==> src/rtl/clkcfg_link.sv <==
module clkcfg_link #(
  parameter logic [6:0] DEV_ADDR = 7'h69,
  parameter int NUM_REGS = 7,
  parameter int RO_IDX = 6,
  localparam int AW = $clog2(NUM_REGS)
) (
  input  logic          clk,
  input  logic          rst_n,
  input  logic          scl_i,
  input  logic          sda_i,
  output logic          sda_oe,
  output logic          reg_we,
  output logic [AW-1:0] reg_waddr,
  output logic [7:0]    reg_wdata,
  output logic [AW-1:0] reg_raddr,
  input  logic [7:0]    reg_rdata
);
  localparam logic [7:0] LAST = 8'(NUM_REGS);
  localparam logic [7:0] RO   = 8'(RO_IDX);

  typedef enum logic [2:0] {S_IDLE, S_RX, S_APEND, S_ACK, S_TX, S_TXACK, S_TXNEXT} st_t;

  logic [2:0] scl_sy, sda_sy;
  st_t        st;
  logic [7:0] shreg, idx;
  logic [2:0] bitcnt;
  logic [1:0] bytecnt;
  logic       rw;

  always_ff @(posedge clk or negedge rst_n)
    if (!rst_n) begin
      scl_sy <= 3'b111;
      sda_sy <= 3'b111;
    end else begin
      scl_sy <= {scl_sy[1:0], scl_i};
      sda_sy <= {sda_sy[1:0], sda_i};
    end

  wire scl_s = scl_sy[1];
  wire scl_p = scl_sy[2];
  wire sda_s = sda_sy[1];
  wire sda_p = sda_sy[2];
  wire rise  = scl_s & ~scl_p;
  wire fall  = ~scl_s & scl_p;
  wire start = scl_s & scl_p & sda_p & ~sda_s;
  wire stop  = scl_s & scl_p & ~sda_p & sda_s;

  wire [7:0] nb      = {shreg[6:0], sda_s};
  wire [7:0] idx_inc = (idx == 8'hFF) ? idx : idx + 8'd1;
  wire       in_rng  = idx < LAST;
  wire [7:0] rd_byte = in_rng ? reg_rdata : 8'hFF;

  assign reg_raddr = idx[AW-1:0];
  assign sda_oe    = (st == S_ACK) | ((st == S_TX) & ~shreg[7]);

  always_ff @(posedge clk or negedge rst_n)
    if (!rst_n) begin
      st        <= S_IDLE;
      shreg     <= 8'hFF;
      idx       <= 8'd0;
      bitcnt    <= 3'd0;
      bytecnt   <= 2'd0;
      rw        <= 1'b0;
      reg_we    <= 1'b0;
      reg_waddr <= '0;
      reg_wdata <= 8'd0;
    end else begin
      reg_we <= 1'b0;
      if (start) begin
        st      <= S_RX;
        bitcnt  <= 3'd0;
        bytecnt <= 2'd0;
        idx     <= 8'd0;
      end else if (stop) begin
        st <= S_IDLE;
      end else begin
        case (st)
          S_RX: if (rise) begin
            shreg  <= nb;
            bitcnt <= bitcnt + 3'd1;
            if (bitcnt == 3'd7) begin
              bytecnt <= (bytecnt == 2'd3) ? bytecnt : bytecnt + 2'd1;
              if (bytecnt == 2'd0) begin
                rw <= nb[0];
                st <= (nb[7:1] == DEV_ADDR) ? S_APEND : S_IDLE;
              end else begin
                st <= S_APEND;
                if (bytecnt == 2'd3) begin
                  if (in_rng && idx != RO) begin
                    reg_we    <= 1'b1;
                    reg_waddr <= idx[AW-1:0];
                    reg_wdata <= nb;
                  end
                  idx <= idx_inc;
                end
              end
            end
          end
          S_APEND: if (fall) st <= S_ACK;
          S_ACK: if (fall) begin
            bitcnt <= 3'd0;
            if (rw) begin
              shreg <= rd_byte;
              st    <= S_TX;
            end else begin
              st <= S_RX;
            end
          end
          S_TX: if (fall) begin
            bitcnt <= bitcnt + 3'd1;
            if (bitcnt == 3'd7) st <= S_TXACK;
            else shreg <= {shreg[6:0], 1'b1};
          end
          S_TXACK: if (rise) begin
            if (!sda_s) begin
              idx <= idx_inc;
              st  <= S_TXNEXT;
            end else begin
              st <= S_IDLE;
            end
          end
          S_TXNEXT: if (fall) begin
            shreg  <= rd_byte;
            bitcnt <= 3'd0;
            st     <= S_TX;
          end
          default: ;
        endcase
      end
    end
endmodule

==> config.mk <==
export PLATFORM = sky130hd
export DESIGN_NAME = clkcfg_link
export DESIGN_NICKNAME = d
export VERILOG_FILES = /design/src/rtl/clkcfg_link.sv
export SDC_FILE = /design/constraint.sdc
export NUM_CORES = 1
export LEC_CHECK = 0
export BUFFER_PORTS_ARGS = -buffer_cell sky130_fd_sc_hd__buf_2
export CAP_MARGIN = 20
export CORE_MARGIN = 1.5
export CORE_UTILIZATION = 32
export DETAILED_ROUTE_END_ITERATION = 7
export RECOVER_POWER = 100
export SYNTH_ARGS = -nofsm -noshare
export SYNTH_HDL_FRONTEND = slang
export SYNTH_SLANG_ARGS = --single-unit
export TNS_END_PERCENT = 30
==> constraint.sdc <==
create_clock -name clk -period 2.2 [get_ports clk]
set_clock_uncertainty 0.2 [all_clocks]
set_input_delay 0.22 -clock clk [delete_from_list [all_inputs] [get_ports clk]]
set_output_delay 0.22 -clock clk [all_outputs]
set_load 0.01 [all_outputs]
==> results_dict.tcl <==
set metrics [dict create \
    fin_crit_sh_pct 100 \
    grt_setup_unrepaired "true" \
    path_clk_slew_ps 90 \
    worstSkewPairLatency_ps 300 \
    syn_inst 222 \
    post-route-min-period_ps 2210 \
    p_comb_share_pct 27.8 \
    layout.cells.non_filler 372 \
    htreeDepth 2 \
    drt_first_pass_iters 4 \
    nFillCells 734 \
    multiInputGateArea_mm2 0.00118 \
    first_global_vias 1761 \
    r2r_slack_ps -10 \
    violations "negative setup slack" \
    hold_class "input pin to flop" \
    finalWorstSetupSlack_ps -9.56 \
    relSlewSlack_pct 28.6 \
    cts_buffers 5 \
    dp_cells 358 \
    num_vias 1890 \
    die_area_mm2 0.00788 \
    critPathKind "flop to flop" \
    regArea_mm2 0.00109 \
    leakagePower_uw 0.00126 \
    finalHoldViolCount 0 \
    die_w_um 88.8 \
    vdd_drop_max_uv 448 \
    ys_types 49 \
    finalPower_uw 2250 \
    crit_path_end_kind "flop" \
    dpl_cell_area_mm2 0.00272 \
    swShare_pct 34.0 \
    cts_root_buffer "clkbuf_8" \
    yosysSeqAreaShare_pct 46.4 \
    overflow 0 \
    syn_avg_cell_area_um2 10.6 \
    cts_buffer_depth 2 \
    cts_tree "yes" \
    pwr-share-clk_pct 24.1 \
    start_kind "flop" \
    stdcell_area_mm2 0.00289 \
    drc_errors 0 \
    dpl.hpwl_mm 3.85 \
    first_iter_violations 84 \
    area_growth_pct 22.9 \
    final_cell_mix "29 x dfrtp_1, 18 x buf_4, 16 x nand2_1" \
    arrival_ps 2200 \
    grt_pass1_wl_mm 8.94 \
    drt-total-wl_mm 5.46 \
    fp.dieH_um 88.8 \
    utilization_pct 40.3 \
    grt_max_degree 44 \
    numPortBuffers 27 \
    gp_congestion 0.873 \
    antenna_found_initial 0 \
    fp-row-count 31 \
    crit_required_ps 2190 \
    fin_nets 290 \
    p_switching_uw 764 \
    final-setup-viol-count 8 \
    drv_cap 0 \
    layout_commonest_cell "dfrtp_1" \
    path_max_fanout 12 \
    synth-async-reset-ratio_pct 100 \
    diodes 0 \
    slew_violations 0 \
    wl_per_cell_um 14.7 \
    rr_worst_depth 7 \
    drive_gt1_share_pct 30.4 \
    powerDensity_mw_per_mm2 778 \
    fmax_mhz 453 \
    synth_seq_cells 43 \
    synth-edff-count 0 \
    num_io_pins 28 \
    cts.sinks 43 \
    grt_use_total_pct 14.8 \
    synth_nets 240 \
    syn_area_mm2 0.00235 \
    via_per_inst 5.08 \
    ant_nets 0 \
    worst_pin_slew_ps 1070 \
    p_int_uw 1490 \
    status "finished, violations left" \
    post_cts_buffers 0 \
    seq_power_share_pct 48.1 \
    synth_ff_type "dfrtp_1" \
    coreArea_mm2 0.00718 \
    ys_warn_count 0 \
    holdPathStages 3 \
    floorplan.initialDensity_pct 32.8 \
]
-- state kept, by name (all words and copies together), names as in the netlist --
name	count
bytecnt	2
scl_sy	3
shreg	8
idx	8
reg_waddr	3
st	3
reg_we	1
reg_wdata	8
rw	1
bitcnt	3
sda_sy	3
-- cell type report --
class                   instances  share of cell area, %
multi-input cells             152                   40.7
flip-flops and latches         43                   37.8
repair buffers                 55                   12.0
clock buffers                   5                   2.38
clock inverters                 3                  0.908
well taps                      99                   4.28
inverters                      15                   1.95
-- Yosys cell counts (all sizes together), types with 2 or more instances --
master  instances  area share (%)
mux2i          15             6.4
a211oi          6             1.9
buf             8             2.3
o32ai           2            0.74
xor2            2            0.74
mux2           13             6.2
nor2            4            0.64
inv            15             2.4
o211ai          3             1.2
dfrtp          29              31
clkbuf          4            0.64
nor4            7             2.5
a21o            2            0.64
dfstp          14              16
nand2          17             2.7
ha              6             3.2
nand4b          2            0.74
nor2b           3            0.80
o21ai           4            0.85
or3             2            0.53
and3            2            0.53
nand3          10             2.1
o31ai           2            0.64
nor3            2            0.43
o22ai          10             2.7
o221ai          2            0.74
a21oi           7             1.5
nor4b           2            0.74
nand2b         11             2.9
-- worst max-delay path: stages, from the launching register on --
cell      delay [ps]
dfrtp_1          370
ha_1             170
ha_1             160
and4bb_2         280
nand2_2           90
nor4_4           310
buf_12           180
mux2_2           330
-- repair_timing --
item | 4_1_cts | 5_1_grt
gates resized for setup | 1 | 8
pin swaps | 1 | 0
hold buffers | 6 | 0
hold endpoints to repair | 34 | 0
endpoints found under the setup margin | 11 | 21
-- power by group through the flow --
stage / logic (uW) / clock network [uW] / registers, uW
floorplan: 412 / 0 / 1060
global placement: 587 / 0 / 1090
detailed placement: 599 / 0 / 1090
CTS: 618 / 565 / 1080
global route: 698 / 595 / 1090
finish: 626 / 542 / 1080
-- worst paths after layout --
kind | from | to
worst max register to register | bitcnt[0]$_DFFE_PN0P_ | reg_wdata[3]$_DFFE_PN0P_
max in group asynchronous | rst_n | reg_we$_DFF_PN0_
worst min register to register | scl_sy[0]$_DFF_PN1_ | scl_sy[1]$_DFF_PN1_
worst min-delay path | reg_rdata[4] | shreg[4]$_DFFE_PN1P_
min in group asynchronous | rst_n | reg_wdata[7]$_DFFE_PN0P_
worst max-delay path | bitcnt[0]$_DFFE_PN0P_ | reg_wdata[3]$_DFFE_PN0P_
-- routing by layer --
layer	global-route usage, %	routed length, um
met4	4.12	41
met2	21.1	2490
met1	22.7	2780
met5	0	0
met3	2.99	145
-- cell families after synthesis --
family	synth area share, %
and+or+nand+nor	18.0
buffers and inverters	5.31
xor gates and xnor gates	0.744
muxes	12.6
adders and majority gates	3.19
AOI/OAI and AO/OA	13.8
DFF	46.4
-- per-stage QoR --
| stage | hold WS (ps) | worst slack, ps | setup TNS [ps] |
|---|---|---|---|
| 3_5_place_dp | 127 | -9.42 | -21.1 |
| 2_1_floorplan | -276 | 30.4 | 0 |
| 4_1_cts | 0.352 | -17.2 | -122 |
| 5_1_grt | 0.0133 | -107 | -1430 |
| 3_3_place_gp | 126 | 29.3 | 0 |
| 6_report | 14.6 | -9.56 | -51.3 |
Power figures use the tool's default switching activity.
